### src/rtl/card_slot_pkg.sv
package card_slot_pkg;
  localparam int SLOT_W = 2;
  localparam int MAX_SLOTS = 4;

  typedef enum logic [1:0] {
    ST_EMPTY = 2'd0, ST_FULL = 2'd1, ST_POWERED = 2'd2, ST_CONFIGURED = 2'd3
  } slotState_e;

  typedef enum logic [1:0] {
    MSG_DETECTED = 2'd0, MSG_POWERED = 2'd1, MSG_EJECTED = 2'd2, MSG_CONFIGURED = 2'd3
  } slotMsg_e;

  typedef enum logic [1:0] {
    REQ_INSERT = 2'd0, REQ_EJECT = 2'd1, REQ_SETUP_DONE = 2'd2, REQ_NONE = 2'd3
  } swReq_e;

  typedef struct packed {
    logic [SLOT_W-1:0] slot;
    slotMsg_e          msg;
  } queueEntry_t;

  typedef struct packed {
    logic        pushA;
    queueEntry_t entryA;
    logic        pushB;
    queueEntry_t entryB;
    logic        pop;
  } queueStrobe_t;
endpackage

### src/rtl/slot_lifecycle_queue.sv
module slot_lifecycle_queue
  import card_slot_pkg::*;
#(
  parameter int DEPTH = 8
) (
  input  logic         clk,
  input  logic         rst,
  input  queueStrobe_t strobe,
  output queueEntry_t  headEntry,
  output logic         queueEmpty,
  output logic         overflow
);
  localparam int PTR_W = (DEPTH > 1) ? $clog2(DEPTH) : 1;
  localparam int CNT_W = $clog2(DEPTH + 1);

  queueEntry_t        mem [DEPTH];
  logic [PTR_W-1:0]   rdPtr, wrPtr, wrPtrB;
  logic [CNT_W-1:0]   count;
  logic               acceptA, acceptB;

  function automatic logic [PTR_W-1:0] bump(input logic [PTR_W-1:0] p);
    return (p == PTR_W'(DEPTH - 1)) ? '0 : p + PTR_W'(1);
  endfunction

  always_comb begin
    acceptA = strobe.pushA && (count < CNT_W'(DEPTH));
    acceptB = strobe.pushB &&
              (({1'b0, count} + (CNT_W+1)'(acceptA)) < (CNT_W+1)'(DEPTH));
    wrPtrB  = acceptA ? bump(wrPtr) : wrPtr;
  end

  always_ff @(posedge clk) begin
    if (acceptA) mem[wrPtr] <= strobe.entryA;
    if (acceptB) mem[wrPtrB] <= strobe.entryB;
  end

  always_ff @(posedge clk) begin
    if (rst) begin
      rdPtr    <= '0;
      wrPtr    <= '0;
      count    <= '0;
      overflow <= 1'b0;
    end else begin
      wrPtr    <= acceptB ? bump(wrPtrB) : wrPtrB;
      if (strobe.pop) rdPtr <= bump(rdPtr);
      count    <= count + CNT_W'(acceptA) + CNT_W'(acceptB) - CNT_W'(strobe.pop);
      overflow <= (strobe.pushA && !acceptA) || (strobe.pushB && !acceptB);
    end
  end

  assign headEntry  = mem[rdPtr];
  assign queueEmpty = (count == '0);
endmodule

### src/rtl/slot_lifecycle_ctrl.sv
module slot_lifecycle_ctrl
  import card_slot_pkg::*;
#(
  parameter int NUM_SLOTS = 4
) (
  input  logic                  clk,
  input  logic                  rst,
  input  logic [NUM_SLOTS-1:0]  slotPresent,
  input  logic [NUM_SLOTS-1:0]  chgEvent,
  input  logic [NUM_SLOTS-1:0]  pwrEvent,
  input  logic                  swReqValid,
  input  logic [1:0]            swReqKind,
  input  logic [SLOT_W-1:0]     swReqSlot,
  input  queueEntry_t           headEntry,
  input  logic                  queueEmpty,
  output queueStrobe_t          strobe,
  output logic [2*NUM_SLOTS-1:0] slotState,
  output logic [NUM_SLOTS-1:0]  ackChg,
  output logic [NUM_SLOTS-1:0]  ackPwr,
  output logic                  badMsg,
  output logic [SLOT_W-1:0]     badSlot
);
  slotState_e stateQ [NUM_SLOTS];

  logic              intHit, intIsChg, intPresent;
  logic [SLOT_W-1:0] intSlot;
  slotState_e        intCur;
  logic              pushA, pushB, swInRange, swPresent;
  slotMsg_e          msgA, msgB;
  slotState_e        headCur, headNext;
  logic [2:0]        stepRes;
  logic              headLegal;

  function automatic logic [2:0] stepState(input slotState_e cur, input slotMsg_e msg);
    logic       ok;
    slotState_e nxt;
    ok  = 1'b0;
    nxt = cur;
    case (msg)
      MSG_DETECTED:   if (cur == ST_EMPTY)   begin ok = 1'b1; nxt = ST_FULL;       end
      MSG_POWERED:    if (cur == ST_FULL)    begin ok = 1'b1; nxt = ST_POWERED;    end
      MSG_CONFIGURED: if (cur == ST_POWERED) begin ok = 1'b1; nxt = ST_CONFIGURED; end
      default:        if (cur != ST_EMPTY)   begin ok = 1'b1; nxt = ST_EMPTY;      end
    endcase
    return {ok, nxt};
  endfunction

  // lowest-numbered slot with a pending event wins; change before power
  always_comb begin
    intHit = 1'b0; intIsChg = 1'b0; intPresent = 1'b0;
    intSlot = '0; intCur = ST_EMPTY;
    for (int i = NUM_SLOTS - 1; i >= 0; i--) begin
      if (chgEvent[i] || pwrEvent[i]) begin
        intHit     = 1'b1;
        intIsChg   = chgEvent[i];
        intPresent = slotPresent[i];
        intSlot    = SLOT_W'(i);
        intCur     = stateQ[i];
      end
    end
    ackChg = (intHit && intIsChg)  ? (NUM_SLOTS'(1) << intSlot) : '0;
    ackPwr = (intHit && !intIsChg) ? (NUM_SLOTS'(1) << intSlot) : '0;
    pushA = 1'b0;
    msgA  = MSG_DETECTED;
    if (intHit) begin
      if (!intIsChg) begin
        pushA = 1'b1; msgA = MSG_POWERED;
      end else if (intPresent) begin
        pushA = 1'b1; msgA = MSG_DETECTED;
      end else if (intCur != ST_EMPTY) begin
        pushA = 1'b1; msgA = MSG_EJECTED;
      end
    end
  end

  always_comb begin
    swInRange = 1'b0;
    swPresent = 1'b0;
    for (int i = 0; i < NUM_SLOTS; i++) begin
      if (swReqSlot == SLOT_W'(i)) begin
        swInRange = 1'b1;
        swPresent = slotPresent[i];
      end
    end
    pushB = 1'b0;
    msgB  = MSG_DETECTED;
    if (swReqValid && swInRange) begin
      case (swReq_e'(swReqKind))
        REQ_INSERT:     begin pushB = swPresent; msgB = MSG_DETECTED;   end
        REQ_EJECT:      begin pushB = 1'b1;      msgB = MSG_EJECTED;    end
        REQ_SETUP_DONE: begin pushB = 1'b1;      msgB = MSG_CONFIGURED; end
        default:        pushB = 1'b0;
      endcase
    end
  end

  always_comb begin
    strobe.pushA       = pushA;
    strobe.entryA.slot = intSlot;
    strobe.entryA.msg  = msgA;
    strobe.pushB       = pushB;
    strobe.entryB.slot = swReqSlot;
    strobe.entryB.msg  = msgB;
    strobe.pop         = !queueEmpty;
  end

  always_comb begin
    headCur = ST_EMPTY;
    for (int i = 0; i < NUM_SLOTS; i++)
      if (headEntry.slot == SLOT_W'(i)) headCur = stateQ[i];
    stepRes   = stepState(headCur, headEntry.msg);
    headLegal = stepRes[2];
    headNext  = slotState_e'(stepRes[1:0]);
  end

  always_ff @(posedge clk) begin
    if (rst) begin
      for (int i = 0; i < NUM_SLOTS; i++) stateQ[i] <= ST_EMPTY;
      badMsg  <= 1'b0;
      badSlot <= '0;
    end else begin
      badMsg <= !queueEmpty && !headLegal;
      if (!queueEmpty) badSlot <= headEntry.slot;
      for (int i = 0; i < NUM_SLOTS; i++)
        if (!queueEmpty && headLegal && headEntry.slot == SLOT_W'(i))
          stateQ[i] <= headNext;
    end
  end

  for (genvar g = 0; g < NUM_SLOTS; g++) begin : g_out
    assign slotState[2*g +: 2] = stateQ[g];
  end
endmodule

### src/rtl/card_slot_lifecycle.sv
module card_slot_lifecycle
  import card_slot_pkg::*;
#(
  parameter int NUM_SLOTS   = 4,
  parameter int QUEUE_DEPTH = 8
) (
  input  logic                   clk,
  input  logic                   rst,
  input  logic [NUM_SLOTS-1:0]   slotPresent,
  input  logic [NUM_SLOTS-1:0]   chgEvent,
  input  logic [NUM_SLOTS-1:0]   pwrEvent,
  input  logic                   swReqValid,
  input  logic [1:0]             swReqKind,
  input  logic [1:0]             swReqSlot,
  output logic [2*NUM_SLOTS-1:0] slotState,
  output logic [NUM_SLOTS-1:0]   ackChg,
  output logic [NUM_SLOTS-1:0]   ackPwr,
  output logic                   badMsg,
  output logic [1:0]             badSlot,
  output logic                   queueOverflow
);
  queueStrobe_t strobe;
  queueEntry_t  headEntry;
  logic         queueEmpty;

  slot_lifecycle_ctrl #(.NUM_SLOTS(NUM_SLOTS)) u_ctrl (
    .clk(clk), .rst(rst),
    .slotPresent(slotPresent), .chgEvent(chgEvent), .pwrEvent(pwrEvent),
    .swReqValid(swReqValid), .swReqKind(swReqKind), .swReqSlot(swReqSlot),
    .headEntry(headEntry), .queueEmpty(queueEmpty), .strobe(strobe),
    .slotState(slotState), .ackChg(ackChg), .ackPwr(ackPwr),
    .badMsg(badMsg), .badSlot(badSlot)
  );

  slot_lifecycle_queue #(.DEPTH(QUEUE_DEPTH)) u_queue (
    .clk(clk), .rst(rst), .strobe(strobe),
    .headEntry(headEntry), .queueEmpty(queueEmpty), .overflow(queueOverflow)
  );
endmodule

### config.mk
export PLATFORM = sky130hd
export DESIGN_NAME = card_slot_lifecycle
export DESIGN_NICKNAME = d
export VERILOG_FILES = /design/src/rtl/card_slot_pkg.sv /design/src/rtl/slot_lifecycle_queue.sv /design/src/rtl/slot_lifecycle_ctrl.sv /design/src/rtl/card_slot_lifecycle.sv
export SDC_FILE = /design/constraint.sdc
export NUM_CORES = 1
export LEC_CHECK = 0
export ABC_AREA = 1
export ABC_CLOCK_PERIOD_IN_PS = 3880
export BUFFER_PORTS_ARGS = -buffer_cell sky130_fd_sc_hd__buf_2
export CAP_MARGIN = 20
export CORE_MARGIN = 10
export CORE_UTILIZATION = 65
export CTS_BUF_LIST = sky130_fd_sc_hd__clkbuf_4
export DETAILED_ROUTE_END_ITERATION = 10
export PLACE_DENSITY_LB_ADDON = 0.15
export SETUP_SLACK_MARGIN = 0.05
export SLEW_MARGIN = 20
export SYNTH_ARGS = -nofsm -noshare
export SYNTH_HDL_FRONTEND = slang
export SYNTH_SLANG_ARGS = --single-unit
### constraint.sdc
create_clock -name clk -period 3.88 [get_ports clk]
set_input_delay 0.194 -clock clk [delete_from_list [all_inputs] [get_ports clk]]
set_output_delay 0.194 -clock clk [all_outputs]
set_load 0.02 [all_outputs]
## After elaboration in Yosys (flattened, before gate mapping)

Memory sizes are Yosys's and may differ from the RTL's. A register that Yosys moved wholly into a read port is not among the register bits.
Cells that the tools add are included.

- Logic and storage cells: 154
- Memories kept: 2
- RAM bits: 40
- Output and inout bits: 20
- Register bits: 14
- Input bits: 19

Memories:

| name | words | width | rd ports | clocked after Yosys merged registers in | write ports | RTL line | RTL |
|---|---|---|---|---|---|---|---|
| u_queue.mem | 8 | 4 | 1 | 1 | 2 | slot_lifecycle_queue.sv:16 | `queueEntry_t mem [DEPTH];` |
| u_ctrl.stateQ | 4 | 2 | 4 | 0 | 4 | slot_lifecycle_ctrl.sv:23 | `slotState_e stateQ [NUM_SLOTS];` |

- Reduce and logical (&&, ||, !) cells: 32
- Muxes and demuxes: 85
- Shift-type cells: 1
- Bitwise gates (word level): 4
- Magnitude comparators: 2
- Equal/unequal tests: 15
- Add/subtract/negate cells: 7

Operators with widths:

| operator | number |
|---|---|
| 2-to-1 mux 2 bit | 25 |
| 2-to-1 mux 1 bit | 47 |
| 2-to-1 mux 3 bit | 7 |
| == test 2 bit, second input constant | 7 |
| logical AND 1 bit | 13 |
| == test 2 x 1 -> 1 bit, second input constant | 5 |
| zero test 2 bit | 5 |
| adder 3 x 1 -> 3 bit, second input constant | 3 |
| == test 3 bit, second input constant | 3 |
| adder 4 x 1 -> 4 bit | 2 |
| 2-to-1 mux 4 bit | 2 |
| case mux 2 bit (3 select lines) | 1 |
| adder 4 x 1 -> 5 bit | 1 |
| zero test 1 bit | 5 |
| logical OR 1 bit | 5 |
| < comparator 5 x 4 -> 1 bit, second input constant | 1 |
| zero test 4 bit | 1 |
| < comparator 4 bit, second input constant | 1 |
| OR 1 bit | 4 |
| case mux 2 bit (2 select lines) | 1 |
| nonzero test 2 bit | 2 |
| left shift 1 x 2 -> 4 bit, first input constant | 1 |
| subtractor 4 x 1 -> 4 bit | 1 |
| case mux 1 bit (3 select lines) | 1 |
| 2 further kinds | 2 |

## Longest topological paths before layout

- Depth in word-level cells: 17
- Mapped depth: 18
- Depth with buffers taken out: 16

## Hierarchy

Synthesis repeated with hierarchy kept, for this count alone.

- Cell total of the unflattened synthesis: 503
- Area total of the unflattened synthesis: 3,829.9 um2

Modules (own cells, without submodules):

| module | instances | seq. area each (um2) | cells an instance | area an instance (um2) |
|---|---|---|---|---|
| slot_lifecycle_queue | 1 | 1,241.2 | 350 | 2,793.9 |
| slot_lifecycle_ctrl | 1 | 300.3 | 153 | 1,036.0 |

## Least setup slack after synthesis

No wires, ideal clock.

- Kind: reg-to-reg
- Start: memory u_ctrl.stateQ[2][0] in the netlist's numbering
- End: register u_queue.count[1]
- Required time: 3,816 ps
- Path buffers: 0
- Setup time: 64 ps
- Clock period less this slack: 2,388 ps
- Path slack: 1,492 ps
- Cell stages (with the launch flop): 12
- Arrival time: 2,324 ps
- Cells stage by stage: edfxtp_1 > o21ai_0 > nand3_1 > a21oi_2 > nand3_4 > nand2_8 > ha_1 > inv_1 > fa_1 > inv_1 > fa_1 > nor2_1

RTL lines:

| what | RTL line | RTL |
|---|---|---|
| start, declared | slot_lifecycle_ctrl.sv:23 |  |
| end signal, assigned | slot_lifecycle_queue.sv:46 | `count <= count + CNT_W'(acceptA) + CNT_W'(acceptB) - CNT_W'(strobe.pop);` |
| end, declared | slot_lifecycle_queue.sv:18 | `logic [CNT_W-1:0] count;` |

==> run metrics <==
CTS root buf clkbuf_4; GR Overflow Total 0; Syn Inst Count 462; data required time of the critical path 4.00 ns; Core ar. 5473 sq um; CP Launch Type flip-flop; post-synth net total 497; final hold violation count 0; largest net degree at the start of global routing 18; RSZ-0062 raised after global routing false; number of H-tree levels 3; crit share post-route 69.14%; average cell area after synthesis 7.916 sq um; PD cells 809.8 nW/um^2; Hold WC Path Type in2reg; die height 95.01 um; FFs w/ async S/R, synth 0%; n_diodes 0; vias per std cell 5.690; FP Rows 27; Setup Viol. Count Final 0; Slew headroom 39.53%; fraction of layout cells with a size suffix above 1 20.55%; share of total power in the clock network 10.8%; DP HPWL 7120 um; setup_tns 0 ns; status finished clean; clock sinks 57; DR WL/cell 15.56 um; data arrival time of the critical path 2.80 ns; crit end category flip-flop; Setup Fix Bufs, Post-CTS 0; max cap viols 0; synthesis warning total 0; register share of total power 32.4%; Crit Path Class reg2reg; P_sw 1.655 mW; slew of the pin with the lowest slew margin 0.9051 ns; EDFF count, synth 40; top_reg_cell synth edfxtp_1; Die W 95.01 um; number of buffers added on ports 38; ANT nets after route 0; vias in the first global route 3115; cts bufs inserted 9; routed wire length 8994 um; Max rail drop VDD 632.9 uV; P_leak 1.798 nW; Remaining DRCs 0; total track usage 20.70%; Logic pwr share 56.7%; area delta synth->final 8.827%; Die Area 9027 sq um; io pins 39; Sw Share 51.36%; DRT Pass-1 Iters 5; Initial DRC Count 235; first-pass GRT wire length 14720 um; total number of vias 3289; post-cts sizing count 0; fin. max-slew vios 0; CTS tree done; Placer Congestion 0.8983; sequential area share after synthesis 42.15%; maximum buffer depth of the clock tree 2; Max Freq 372.8 MHz; Post-Syn Area 3657 sq um; crit path time final 2.683 ns; initial antenna violation count 0; clk_lat worst skew 0.40 ns; CTS hold repair buffers 0; # nets final 536; Final Skew 0.01043 ns; Starting Density 66.83%; synthesized flop and latch total 57; fin util 72.73%; post-synth cell types 40; Internal 1.568 mW; critical-path maximum fanout 17; Worst-path clk slew 0.10 ns
==> power by group through the flow <==
stage | sequential (mW) | clock (mW) | combinational (mW)
final | 1.05 | 0.349 | 1.83
after global placement | 1.05 | 0 | 1.72
after detailed placement | 1.05 | 0 | 1.78
after global routing | 1.06 | 0.374 | 2.04
after floorplan | 1.04 | 0 | 1.37
after CTS | 1.04 | 0.352 | 1.79
==> cell type report <==
cell class / instances / area (sq um)
sequential: 57 / 1541
multi-input combinational: 321 / 1777
fill: 455 / 1493
inverter: 74 / 280.3
timing repair buffer: 38 / 190.2
clock inverter: 6 / 26.28
clock buffer: 10 / 75.07
tap: 72 / 90.09
==> through the flow <==
step / setup WS [ns] / power [mW] / hold slack [ns] / cell area (sq um) / cells
final: 1.197 / 3.223 / 0.09481 / 3980 / 578
after floorplan: 1.492 / 2.412 / 0.2607 / 3657 / 462
after detailed placement: 1.201 / 2.836 / 0.4757 / 3879 / 562
after CTS: 1.312 / 3.184 / 0.07297 / 3980 / 578
after global placement: 1.222 / 2.766 / 0.4718 / 3879 / 562
after global routing: 0.9337 / 3.477 / 0.09812 / 3980 / 578
==> worst max-delay path: stages (launching register included) <==
cell      delay (ns)
dfxtp_1         0.67
inv_4           0.15
nand2_1         0.11
nand3_1         0.09
nand2_1         0.07
nand2_1         0.04
nand2_1         0.18
nand3b_1        0.10
nand2_1         0.11
inv_1           0.05
nand2_2         0.07
nand2_1         0.08
nand3_1         0.13
nand3_1         0.15
nor2_2          0.19
nand2_1         0.09
nand2_1         0.10
==> cell usage after synthesis (7+ instances only) <==
master     n  area [sq um]
inv_1     59         221.5
nand2_1   98         367.9
o21ai_1   23         115.1
nor2_4     7         78.83
o21ai_0   33         165.2
nand3_1   28         140.1
a21oi_1   13         65.06
nand2_2   12         75.07
inv_2     14         52.55
ha_1      14         175.2
edfxtp_1  40          1201
nor2_1    46         172.7
dfxtp_1   17         340.3
==> logic make-up after synthesis <==
kind of cell	Yosys count	share of synthesized area, %
xor+xnor	1	0.2395
flops	57	42.15
fa+ha+maj	16	5.884
compound gates	86	13.96
buf+inv	84	9.271
simple gates	218	28.50
==> state kept, by name, indices dropped and copies added, names as in the netlist, named ones only <==
register	cells
u_ctrl.badMsg	1
u_queue.count	4
u_queue.mem	32
u_queue.overflow	1
u_queue.wrPtr	3
u_queue.rdPtr	3
u_ctrl.stateQ	8
u_ctrl.badSlot	2
==> routing by layer <==
layer / part of all wire, % / vias to the layer above / GRT usage, % / wire length, um
li1: - / 1597 / - / -
met1: 41 / 1488 / 25.96 / 3656
met2: 48 / 173 / 33.35 / 4306
met3: 8.5 / 31 / 5.027 / 764
met4: 3.0 / 0 / 8.978 / 267
met5: 0 / - / 0 / 0
==> placed cells by master (no fill, tap or decap), types with 4 or more instances in the layout <==
cell type	count
nor3_1	6
nand2_2	12
dfxtp_1	17
nor2_1	46
o21ai_1	23
ha_1	14
nor2_4	7
inv_2	14
nand2_1	98
o21ai_0	33
buf_2	38
nor2_2	6
inv_1	59
a21oi_1	13
nand3_1	28
clkbuf_4	10
o22ai_1	4
edfxtp_1	40
nand4_1	5
==> worst paths after layout <==
| path | from | endpoint | slack (ns) | depth (start not counted) |
|---|---|---|---|---|
| hold / removal | rst | u_queue.count[1] | 0.09 | 2 |
| setup / recovery | flip-flop | u_ctrl.stateQ[3][1] | 1.20 | 16 |
| setup reg to reg | flip-flop | u_ctrl.stateQ[3][1] | 1.20 | 16 |
| hold reg to reg | u_ctrl.badSlot[1] | u_ctrl.badSlot[1] | 0.50 | 2 |
Power figures use the tool's default switching activity.
